$ cat config.mk
export PLATFORM = sky130hd
export DESIGN_NAME = page_read_responder
export DESIGN_NICKNAME = d
export VERILOG_FILES = /design/src/rtl/rpr_pkg.sv /design/src/rtl/rpr_xlate_table.sv /design/src/rtl/rpr_beat_addr.sv /design/src/rtl/page_read_responder.sv
export SDC_FILE = /design/constraint.sdc
export NUM_CORES = 2
export LEC_CHECK = 0
export BUFFER_PORTS_ARGS = -buffer_cell sky130_fd_sc_hd__buf_4
export CORE_AREA = 5 5 463 465
export DETAILED_ROUTE_END_ITERATION = 10
export DIE_AREA = 0 0 468 470
export HOLD_SLACK_MARGIN = 0.05
export PLACE_DENSITY = 0.37
export SYNTH_ARGS = -nofsm -noshare
export SYNTH_HDL_FRONTEND = slang
export SYNTH_HIERARCHICAL = 1
export SYNTH_SLANG_ARGS = --single-unit
$ cat constraint.sdc
create_clock -name clk_i -period 2.8 [get_ports clk_i]
set_clock_uncertainty 0.1 [all_clocks]
set_input_delay 0 -clock clk_i [delete_from_list [all_inputs] [get_ports clk_i]]
set_output_delay 0 -clock clk_i [all_outputs]
set_load 0.005 [all_outputs]
$ cat src/rtl/rpr_pkg.sv
package rpr_pkg;
  typedef enum logic [1:0] {
    ST_OK      = 2'b00,
    ST_NO_MAP  = 2'b01,
    ST_BAD_OP  = 2'b10,
    ST_BAD_LEN = 2'b11
  } rsp_status_e;

  typedef enum logic [2:0] {
    S_IDLE, S_LOOKUP, S_DMA_REQ, S_DMA_WAIT, S_SEND, S_ERR
  } state_e;
endpackage

$ cat src/rtl/rpr_xlate_table.sv
module rpr_xlate_table #(
  parameter int unsigned ENTRIES = 16,
  parameter int unsigned GID_W   = 8,
  parameter int unsigned LID_W   = 8,
  parameter int unsigned IDX_W   = $clog2(ENTRIES)
) (
  input  logic             clk_i,
  input  logic             rst_ni,
  input  logic             we_i,
  input  logic [IDX_W-1:0] idx_i,
  input  logic             valid_i,
  input  logic [GID_W-1:0] gid_i,
  input  logic [LID_W-1:0] lid_i,
  input  logic [GID_W-1:0] key_i,
  output logic             hit_o,
  output logic [LID_W-1:0] lid_o
);
  logic [ENTRIES-1:0]  vld_q;
  logic [GID_W-1:0]    gid_q [ENTRIES];
  logic [LID_W-1:0]    lid_q [ENTRIES];
  logic [ENTRIES-1:0]  match;

  for (genvar i = 0; i < ENTRIES; i++) begin : g_entry
    always_ff @(posedge clk_i or negedge rst_ni) begin
      if (!rst_ni) begin
        vld_q[i] <= 1'b0;
        gid_q[i] <= '0;
        lid_q[i] <= '0;
      end else if (we_i && idx_i == IDX_W'(i)) begin
        vld_q[i] <= valid_i;
        gid_q[i] <= gid_i;
        lid_q[i] <= lid_i;
      end
    end
    assign match[i] = vld_q[i] && (gid_q[i] == key_i);
  end

  // lowest index wins on duplicates
  always_comb begin
    hit_o = 1'b0;
    lid_o = '0;
    for (int i = ENTRIES - 1; i >= 0; i--) begin
      if (match[i]) begin
        hit_o = 1'b1;
        lid_o = lid_q[i];
      end
    end
  end
endmodule

$ cat src/rtl/rpr_beat_addr.sv
module rpr_beat_addr #(
  parameter int unsigned VA_W    = 48,
  parameter int unsigned CNT_W   = 10,
  parameter int unsigned BEAT_SH = 6
) (
  input  logic [VA_W-1:0]  base_i,
  input  logic [CNT_W-1:0] cnt_i,
  input  logic [CNT_W-1:0] total_i,
  output logic [VA_W-1:0]  addr_o,
  output logic             last_o
);
  assign addr_o = base_i + (VA_W'(cnt_i) << BEAT_SH);
  assign last_o = (cnt_i == total_i - CNT_W'(1));
endmodule

$ cat src/rtl/page_read_responder.sv
module page_read_responder
  import rpr_pkg::*;
#(
  parameter int unsigned VA_W       = 48,
  parameter int unsigned GID_W      = 8,
  parameter int unsigned LID_W      = 8,
  parameter int unsigned ENTRIES    = 16,
  parameter int unsigned SEQ_W      = 16,
  parameter int unsigned NP_W       = 4,
  parameter int unsigned PAGE_BYTES = 4096,
  parameter int unsigned BEAT_BYTES = 64,
  parameter int unsigned IDX_W      = $clog2(ENTRIES),
  parameter int unsigned BEAT_W     = BEAT_BYTES * 8
) (
  input  logic              clk_i,
  input  logic              rst_ni,
  input  logic              tbl_we_i,
  input  logic [IDX_W-1:0]  tbl_idx_i,
  input  logic              tbl_valid_i,
  input  logic [GID_W-1:0]  tbl_gid_i,
  input  logic [LID_W-1:0]  tbl_lid_i,
  input  logic              req_valid_i,
  output logic              req_ready_o,
  input  logic              req_write_i,
  input  logic [VA_W-1:0]   req_vaddr_i,
  input  logic [GID_W-1:0]  req_gid_i,
  input  logic [NP_W-1:0]   req_npages_i,
  input  logic [SEQ_W-1:0]  req_seq_i,
  output logic              dma_req_valid_o,
  input  logic              dma_req_ready_i,
  output logic [VA_W-1:0]   dma_addr_o,
  output logic [LID_W-1:0]  dma_lid_o,
  input  logic              dma_rsp_valid_i,
  input  logic [BEAT_W-1:0] dma_rsp_data_i,
  output logic              rsp_valid_o,
  input  logic              rsp_ready_i,
  output logic [1:0]        rsp_status_o,
  output logic [SEQ_W-1:0]  rsp_seq_o,
  output logic              rsp_last_o,
  output logic [BEAT_W-1:0] rsp_data_o
);
  localparam int unsigned BPP     = PAGE_BYTES / BEAT_BYTES;
  localparam int unsigned PG_SH   = $clog2(BPP);
  localparam int unsigned BEAT_SH = $clog2(BEAT_BYTES);
  localparam int unsigned CNT_W   = NP_W + PG_SH;

  state_e            state_q;
  rsp_status_e       status_q;
  logic              write_q;
  logic [VA_W-1:0]   vaddr_q;
  logic [GID_W-1:0]  gid_q;
  logic [NP_W-1:0]   np_q;
  logic [SEQ_W-1:0]  seq_q;
  logic [LID_W-1:0]  lid_q;
  logic [CNT_W-1:0]  cnt_q;
  logic [BEAT_W-1:0] data_q;

  logic              tbl_hit;
  logic [LID_W-1:0]  tbl_lid;
  logic [CNT_W-1:0]  total;
  logic              beat_last;

  rpr_xlate_table #(
    .ENTRIES(ENTRIES), .GID_W(GID_W), .LID_W(LID_W), .IDX_W(IDX_W)
  ) u_table (
    .clk_i   (clk_i),
    .rst_ni  (rst_ni),
    .we_i    (tbl_we_i),
    .idx_i   (tbl_idx_i),
    .valid_i (tbl_valid_i),
    .gid_i   (tbl_gid_i),
    .lid_i   (tbl_lid_i),
    .key_i   (gid_q),
    .hit_o   (tbl_hit),
    .lid_o   (tbl_lid)
  );

  assign total = CNT_W'(np_q) << PG_SH;

  rpr_beat_addr #(
    .VA_W(VA_W), .CNT_W(CNT_W), .BEAT_SH(BEAT_SH)
  ) u_addr (
    .base_i  (vaddr_q),
    .cnt_i   (cnt_q),
    .total_i (total),
    .addr_o  (dma_addr_o),
    .last_o  (beat_last)
  );

  always_ff @(posedge clk_i or negedge rst_ni) begin
    if (!rst_ni) begin
      state_q  <= S_IDLE;
      status_q <= ST_OK;
      write_q  <= 1'b0;
      vaddr_q  <= '0;
      gid_q    <= '0;
      np_q     <= '0;
      seq_q    <= '0;
      lid_q    <= '0;
      cnt_q    <= '0;
      data_q   <= '0;
    end else begin
      case (state_q)
        S_IDLE: if (req_valid_i) begin
          write_q <= req_write_i;
          vaddr_q <= req_vaddr_i;
          gid_q   <= req_gid_i;
          np_q    <= req_npages_i;
          seq_q   <= req_seq_i;
          state_q <= S_LOOKUP;
        end
        S_LOOKUP: begin
          cnt_q <= '0;
          lid_q <= tbl_lid;
          if (write_q) begin
            status_q <= ST_BAD_OP;
            state_q  <= S_ERR;
          end else if (np_q == '0) begin
            status_q <= ST_BAD_LEN;
            state_q  <= S_ERR;
          end else if (!tbl_hit) begin
            status_q <= ST_NO_MAP;
            state_q  <= S_ERR;
          end else begin
            status_q <= ST_OK;
            state_q  <= S_DMA_REQ;
          end
        end
        S_DMA_REQ: if (dma_req_ready_i) state_q <= S_DMA_WAIT;
        S_DMA_WAIT: if (dma_rsp_valid_i) begin
          data_q  <= dma_rsp_data_i;
          state_q <= S_SEND;
        end
        S_SEND: if (rsp_ready_i) begin
          if (beat_last) begin
            state_q <= S_IDLE;
          end else begin
            cnt_q   <= cnt_q + CNT_W'(1);
            state_q <= S_DMA_REQ;
          end
        end
        S_ERR: if (rsp_ready_i) state_q <= S_IDLE;
        default: state_q <= S_IDLE;
      endcase
    end
  end

  assign req_ready_o     = (state_q == S_IDLE);
  assign dma_req_valid_o = (state_q == S_DMA_REQ);
  assign dma_lid_o       = lid_q;
  assign rsp_valid_o     = (state_q == S_SEND) || (state_q == S_ERR);
  assign rsp_status_o    = (state_q == S_ERR) ? status_q : ST_OK;
  assign rsp_seq_o       = seq_q;
  assign rsp_last_o      = (state_q == S_ERR) ? 1'b1 : beat_last;
  assign rsp_data_o      = (state_q == S_SEND) ? data_q : '0;
endmodule

# Word level (Yosys, flattened, before mapping)
# Cells that the tools add are included.
# op_classes
addsub	3
n_eq_ne	43
n_mux	51
n_reduce_logical	41
# op_table
op	count
512-bit 2-to-1 mux	1
8-bit == test	16
8-bit 2-to-1 mux	16
48-bit by 16-bit adder with 48-bit output	1
4-bit == test (second input constant)	8
1-bit logical AND	32
3-bit 2-to-1 mux	8
10-bit 2-to-1 mux	2
10-bit case mux with 2 select lines	1
1-bit 2-to-1 mux	18
3-bit case mux with 6 select lines	1
4-bit by 3-bit == test with 1-bit output (second input constant)	4
10-bit by 1-bit adder with 10-bit output (second input constant)	1
10-bit == test	1
2-bit inequality test (second input constant)	5
10-bit by 1-bit subtractor with 10-bit output (second input constant)	1
4-bit by 2-bit == test with 1-bit output (second input constant)	2
4-bit logical NOT	2
2-bit 2-to-1 mux	4
3-bit by 2-bit == test with 1-bit output (second input constant)	2
3-bit == test (second input constant)	2
5-bit AND reduction	1
4-bit by 1-bit == test with 1-bit output (second input constant)	1
2-bit AND reduction	2
other kinds (6)	6
# word_totals
reg_bits	884
inputBits	617
output_inout_bits	590
word_cells	196

# Longest topological paths before layout
# depth
ltp_word	22
depth_mapped	14
depth_no_buf	12

# By module
# The synthesis kept the hierarchy.
# modules_own_cells
module	n_inst	cells_each	area_each_um2	seq_area_each_um2
page_read_responder	1	1931	28721.3	15314.7
rpr_xlate_table	1	1068	13259.0	6806.5
rpr_beat_addr	1	199	1485.2	0.0

# Worst setup path after synthesis
# OpenSTA, ideal clock, no wires.
# synth_timing
path_type	flip-flop to flip-flop
start	reg gid_q[7] (netlist name)
end	reg lid_q[0] (netlist: dma_lid_o[0])
setup_time_ps	125
arrival_ps	2447
required_ps	2575
path_slack_ps	129
stages_incl_launch_ff	12
n_path_buf	2
synth_period_minus_slack_ps	2671
cell_sequence	dfrtp_1 > buf_4 > xnor2_1 > nand3_1 > nor3_2 > buf_4 > mux2_2 > o2111a_1 > a2111oi_0 > nor4_1 > o221a_1 > mux2_2
# synth_rtl
item	line_no	rtl
end signal, assigned	page_read_responder.sv:114	lid_q <= tbl_lid;
end, declared	page_read_responder.sv:54	logic [LID_W-1:0] lid_q;

# Worst setup path after layout
# layout_timing
start	reg cnt_q[0]
end	out dma_addr_o[38]
# layout_via
elab_chain_len	1
# layout_rtl
item	line_no	rtl
start, declared	page_read_responder.sv:55	logic [CNT_W-1:0] cnt_q;
start signal, assigned	page_read_responder.sv:138	cnt_q <= cnt_q + CNT_W'(1);
48-bit by 16-bit adder with 48-bit output	rpr_beat_addr.sv:12	assign addr_o = base_i + (VA_W'(cnt_i) << BEAT_SH);
end, declared	page_read_responder.sv:31	output logic [VA_W-1:0] dma_addr_o,
# Every way passes these cells.

==> flow_summary.html <==
<table>
<tr><th>Metric</th><th>Value</th></tr>
<tr><th colspan="2">Place</th></tr>
<tr><td>Placed cells</td><td>just over 7000</td></tr>
<tr><td>Worst Setup Slack post-DPL</td><td>-0.6470 ns</td></tr>
<tr><td>Final Wtd Congestion</td><td>roughly 0.89</td></tr>
<tr><td>Post-DP Area</td><td>0.05690 mm^2</td></tr>
<tr><td>Port Buf Inserts</td><td>1206</td></tr>
<tr><td>Post-detail-place hpwl</td><td>~200000 um</td></tr>
<tr><th colspan="2">Clocking</th></tr>
<tr><td>Clock root cell</td><td>sky130_fd_sc_hd__clkbuf_16</td></tr>
<tr><td>Clock network latency to the later pin of the worst-skew pair</td><td>around 0.75 ns</td></tr>
<tr><td>CTS Buf Count</td><td>roughly 110</td></tr>
<tr><td>CTS HTree Levels</td><td>3</td></tr>
<tr><td>Clk slew on worst S/H paths</td><td>approximately 0.060 ns</td></tr>
<tr><td>Maximum count of clock buffers along a single path</td><td>3</td></tr>
<tr><td>Clock net sink count</td><td>slightly below 900</td></tr>
<tr><td>CTS tree</td><td>built</td></tr>
<tr><th colspan="2">Layout</th></tr>
<tr><td>Synthesis-to-finish area growth</td><td>77.33%</td></tr>
<tr><td>Post-Route Utilization</td><td>36.85%</td></tr>
<tr><td>Fraction of layout instances using a drive strength above 1</td><td>a little under half</td></tr>
<tr><td>Filler-free cell count of the finished design</td><td>roughly 8900</td></tr>
<tr><td>Layout net count</td><td>~6600</td></tr>
<tr><td>Commonest cells after routing, fill and taps aside</td><td>sky130_fd_sc_hd__buf_4 (1451), sky130_fd_sc_hd__dlygate4sd3_1 (1306), sky130_fd_sc_hd__dfrtp_1 (866)</td></tr>
<tr><td>Commonest non-fill, non-tap cell in the layout</td><td>sky130_fd_sc_hd__buf_4</td></tr>
<tr><td>Final non-filler cell area</td><td>0.07708 mm^2</td></tr>
<tr><th colspan="2">Critical path</th></tr>
<tr><td>Cell Chain, Critical Path</td><td>ha_4, fa_2, a21o_1, nand4_1, a21boi_4, o21bai_4, buf_12, nor2_1, xor2_1, buf_4</td></tr>
<tr><td>Type of element capturing the critical path</td><td>primary output</td></tr>
<tr><td>Reg-to-reg critical path startpoint</td><td>gid_q[7]$_DFFE_PN0P_</td></tr>
<tr><td>Critical path arrival</td><td>about 3.0 ns</td></tr>
<tr><td>Maximum fanout count along the critical path</td><td>13</td></tr>
<tr><td>Category of the worst setup path launch point</td><td>flop</td></tr>
<tr><td>Slack of the worst reg-to-reg path</td><td>-0.24 ns</td></tr>
<tr><td>Depth of the worst register-to-register path</td><td>12</td></tr>
<tr><td>Critical-path cell with the highest stage delay</td><td>sky130_fd_sc_hd__dfrtp_2</td></tr>
<tr><td>CP required</td><td>2.70 ns</td></tr>
<tr><td>Cell class contributing the biggest share of worst-path delay</td><td>adder cells</td></tr>
<tr><td>Buf+Inv Stages, Crit Path</td><td>2</td></tr>
<tr><td>Peak per-stage delay on the critical path</td><td>between 0.4 and 0.5 ns</td></tr>
<tr><td>End of the worst register-to-register path</td><td>dma_lid_o[0]$_DFFE_PN0P_</td></tr>
<tr><td>Critical path class</td><td>reg2out</td></tr>
<tr><th colspan="2">Global route</th></tr>
<tr><td>Overall Global Routing Usage</td><td>between 20 and 25%</td></tr>
<tr><td>Vias in the first global route</td><td>between 40000 and 50000</td></tr>
<tr><td>Wire length of the first global-routing pass</td><td>342100 um</td></tr>
<tr><td>Pin count of the biggest net entering global routing</td><td>98</td></tr>
<tr><td>Number of antenna violations at the first check in global routing</td><td>71</td></tr>
<tr><td>Overflow after GRT</td><td>0</td></tr>
<tr><th colspan="2">Timing</th></tr>
<tr><td>Max Transition Viols Final</td><td>0</td></tr>
<tr><td>Hold slack</td><td>0.08832 ns</td></tr>
<tr><td>Highest achievable clock rate</td><td>approximately 0.33 GHz</td></tr>
<tr><td>Setup Total Neg Slack</td><td>-5.999 ns</td></tr>
<tr><td>Shortest period the worst path allows</td><td>roughly 3.1 ns</td></tr>
<tr><td>Hold Vio Cnt, Final</td><td>0</td></tr>
<tr><td>Crit path setup slack, layout</td><td>-0.2555 ns</td></tr>
<tr><td>Count of final setup violators</td><td>42</td></tr>
<tr><td>Slew of the pin with the lowest slew margin</td><td>1.007 ns</td></tr>
<tr><td>Setup repair after global routing missed its margin</td><td>true</td></tr>
<tr><td>Worst slew slack as a fraction of its limit</td><td>32.86%</td></tr>
<tr><td>Final worst-path cycle share</td><td>109.1%</td></tr>
<tr><th colspan="2">Hold path</th></tr>
<tr><td>Depth of the worst hold-timing path</td><td>3</td></tr>
<tr><td>Destination of the worst hold path</td><td>data_q[355]$_DFFE_PN0P_</td></tr>
<tr><td>Worst min path class</td><td>in2reg</td></tr>
<tr><td>Hold wc startpoint</td><td>dma_rsp_data_i[355]</td></tr>
<tr><th colspan="2">Floorplan</th></tr>
<tr><td>Effective utilization at floorplan</td><td>between 20% and 30%</td></tr>
<tr><td>Height of the die</td><td>around 470 um</td></tr>
<tr><td>Floorplan core area</td><td>between 0.2 and 0.25 mm^2</td></tr>
<tr><td>Total die area</td><td>between 0.2 and 0.25 mm^2</td></tr>
<tr><td>Std cell rows</td><td>about 170</td></tr>
<tr><td>Die width</td><td>around 470 um</td></tr>
<tr><td>Num ports</td><td>about 1200</td></tr>
<tr><th colspan="2">Detailed routing</th></tr>
<tr><td>Violation count after the first detailed-route iteration</td><td>roughly 1900</td></tr>
<tr><td>Post-detailed-routing wire length</td><td>roughly 250000 um</td></tr>
<tr><td>Count of unresolved DRC violations after routing</td><td>0</td></tr>
<tr><td>Number of detailed-routing iterations run before antenna repair</td><td>6</td></tr>
<tr><td>Via count of the routed design</td><td>37316</td></tr>
<tr><td>Via density</td><td>4.182</td></tr>
<tr><td>Average wire length per cell after detail routing</td><td>approximately 28 um</td></tr>
<tr><td>Post-route antenna net violation count</td><td>0</td></tr>
<tr><th colspan="2">Power and ir drop</th></tr>
<tr><td>Leakage</td><td>~37 nW</td></tr>
<tr><td>Post-layout total power</td><td>roughly 64 mW</td></tr>
<tr><td>IR Drop Worst-Case VDD</td><td>roughly 0.5 mV</td></tr>
<tr><td>Power per Cell Area</td><td>roughly 830 mW/mm^2</td></tr>
<tr><th colspan="2">Yosys</th></tr>
<tr><td>Synthesized cell area</td><td>~0.043 mm^2</td></tr>
<tr><td>Number of flops mapped to enable cells by yosys</td><td>0</td></tr>
<tr><td>Yosys warning count</td><td>6</td></tr>
<tr><td>Top_reg_cell synth</td><td>sky130_fd_sc_hd__dfrtp_1</td></tr>
<tr><td>Fraction of registers with async set/reset</td><td>100.0%</td></tr>
<tr><td>Library cells used by synthesis</td><td>94</td></tr>
<tr><td>Cell taking the most area after synthesis</td><td>sky130_fd_sc_hd__dfrtp_1</td></tr>
<tr><td>Proportion of synthesized chip area in sequential cells</td><td>50.89%</td></tr>
<tr><td>Average cell area after synthesis</td><td>approximately 14 um^2</td></tr>
<tr><td>Instance count of the mapped netlist</td><td>about 3200</td></tr>
<tr><td>Synthesis-stage register bit count</td><td>about 880</td></tr>
<tr><td>Dominant cells by area after synthesis</td><td>sky130_fd_sc_hd__dfrtp_1 (51%), sky130_fd_sc_hd__mux2_4 (18%), sky130_fd_sc_hd__and2_1 (7.5%)</td></tr>
<tr><td>Portion of synthesized cell area occupied by the leading cell type</td><td>a little over 50%</td></tr>
<tr><th colspan="2">Run</th></tr>
<tr><td>Number of violations of the max-capacitance limit</td><td>0</td></tr>
<tr><th colspan="2">Run status</th></tr>
<tr><td>Run status</td><td>complete, but fails checks</td></tr>
<tr><td>Violations in the final reports</td><td>setup timing</td></tr>
</table>
logic make-up after synthesis:
family          after synthesis  share of synthesized area, %
buf+inv                     235                         3.702
compound gates              150                         2.502
mux                         870                         26.94
flops                       884                         50.89
simple gates                856                         11.70
fa+ha+maj                    13                        0.3915
xor+xnor                    189                         3.860
other cells                   1                      0.008628
worst max-delay path by stage:
| stage | start | to | slack [ns] | depth (start not counted) |
|---|---|---|---|---|
| floorplan | gid_q[7]$_DFFE_PN0P_ | dma_lid_o[0]$_DFFE_PN0P_ | 0.13 | 11 |
| global placement | gid_q[0]$_DFFE_PN0P_ | dma_lid_o[5]$_DFFE_PN0P_ | -0.70 | 11 |
| detailed placement | gid_q[3]$_DFFE_PN0P_ | dma_lid_o[5]$_DFFE_PN0P_ | -0.65 | 11 |
| CTS | cnt_q[0]$_DFFE_PN0P_ | dma_addr_o[38] | -0.36 | 10 |
| global route | cnt_q[9]$_DFFE_PN0P_ | dma_addr_o[43] | -0.41 | 10 |
| finish | cnt_q[0]$_DFFE_PN0P_ | dma_addr_o[38] | -0.26 | 10 |
power by group:
group / internal, mW / total, mW / switching (mW)
clock: 9.45 / 15.7 / 6.25
combinational: 15.7 / 26.4 / 10.6
sequential: 17.9 / 22.0 / 4.03
total: 43.1 / 64.0 / 20.9
cell usage after synthesis, types with 3 or more instances:
| master | instances |
|---|---|
| sky130_fd_sc_hd__nand4_1 | 27 |
| sky130_fd_sc_hd__o21ai_0 | 31 |
| sky130_fd_sc_hd__nand2b_1 | 11 |
| sky130_fd_sc_hd__o31ai_1 | 3 |
| sky130_fd_sc_hd__mux2_4 | 510 |
| sky130_fd_sc_hd__ha_1 | 12 |
| sky130_fd_sc_hd__buf_12 | 4 |
| sky130_fd_sc_hd__clkbuf_1 | 56 |
| sky130_fd_sc_hd__nand3b_1 | 7 |
| sky130_fd_sc_hd__o21ai_1 | 6 |
| sky130_fd_sc_hd__a21oi_1 | 29 |
| sky130_fd_sc_hd__buf_2 | 61 |
| sky130_fd_sc_hd__mux2_2 | 280 |
| sky130_fd_sc_hd__nor3_2 | 7 |
| sky130_fd_sc_hd__a211oi_1 | 4 |
| sky130_fd_sc_hd__o21a_1 | 4 |
| sky130_fd_sc_hd__dfrtp_1 | 884 |
| sky130_fd_sc_hd__and2_1 | 519 |
| sky130_fd_sc_hd__nor3_1 | 28 |
| sky130_fd_sc_hd__nor4_1 | 15 |
| sky130_fd_sc_hd__buf_4 | 16 |
| sky130_fd_sc_hd__and4_1 | 4 |
| sky130_fd_sc_hd__a211o_1 | 6 |
| sky130_fd_sc_hd__inv_1 | 26 |
| sky130_fd_sc_hd__o211ai_1 | 3 |
| sky130_fd_sc_hd__mux2_1 | 79 |
| sky130_fd_sc_hd__xor2_1 | 54 |
| sky130_fd_sc_hd__a21o_1 | 8 |
| sky130_fd_sc_hd__a31oi_1 | 11 |
| sky130_fd_sc_hd__buf_6 | 70 |
| sky130_fd_sc_hd__or3_1 | 7 |
| sky130_fd_sc_hd__a2111oi_0 | 3 |
| sky130_fd_sc_hd__nand4b_1 | 3 |
| sky130_fd_sc_hd__nand2_1 | 78 |
| sky130_fd_sc_hd__and3_1 | 8 |
| sky130_fd_sc_hd__a311oi_1 | 5 |
| sky130_fd_sc_hd__nor2_1 | 63 |
| sky130_fd_sc_hd__nor2b_1 | 4 |
| sky130_fd_sc_hd__xnor2_1 | 132 |
| sky130_fd_sc_hd__nand3_1 | 49 |
registers in the layout, indices dropped and copies added, names as in the netlist:
name / cells
cnt_q: 10
dma_lid_o: 8
rsp_seq_o: 16
data_q: 512
status_q: 2
state_q: 3
u_table/vld_q: 16
gid_q: 8
vaddr_q: 48
np_q: 4
write_q: 1
u_table/gid_q: 128
u_table/lid_q: 128
cell type report:
cell class              instances  area, um^2
fillers                     20591      132100
repair buffers               2864       25840
inverters                      26       97.59
clock inverters                31       489.2
clock buffers                 176        3457
diodes                         33       82.58
multi-input cells            2105       21450
well taps                    2805        3510
flip-flops and latches        884       22140
repair_timing:
action	CTS	global route
gates cloned	12	2
endpoints found under the setup margin	379	107
endpoints found under the hold margin	1758	0
hold buffers	1307	0
pin swaps	72	77
buffers inserted	67	39
resized for setup	333	139
metal layers:
metal  global-route usage, %  part of all wire, %
met2                   38.55                   49
met4                   7.417                  3.9
met1                   26.47                   40
met3                   5.964                  6.9
met5                       0                0.046
worst register-to-register path, stage by stage, from the launching register on:
cell	delay (ns)
sky130_fd_sc_hd__dfrtp_2	0.49
sky130_fd_sc_hd__xnor2_1	0.22
sky130_fd_sc_hd__nand3_2	0.12
sky130_fd_sc_hd__nor3_4	0.28
sky130_fd_sc_hd__buf_12	0.16
sky130_fd_sc_hd__buf_6	0.09
sky130_fd_sc_hd__mux2_4	0.29
sky130_fd_sc_hd__o2111a_1	0.15
sky130_fd_sc_hd__a2111oi_4	0.30
sky130_fd_sc_hd__buf_4	0.20
sky130_fd_sc_hd__nor4_4	0.05
sky130_fd_sc_hd__o221a_1	0.21
sky130_fd_sc_hd__mux2_4	0.26
(Power assumes the default switching activity.)
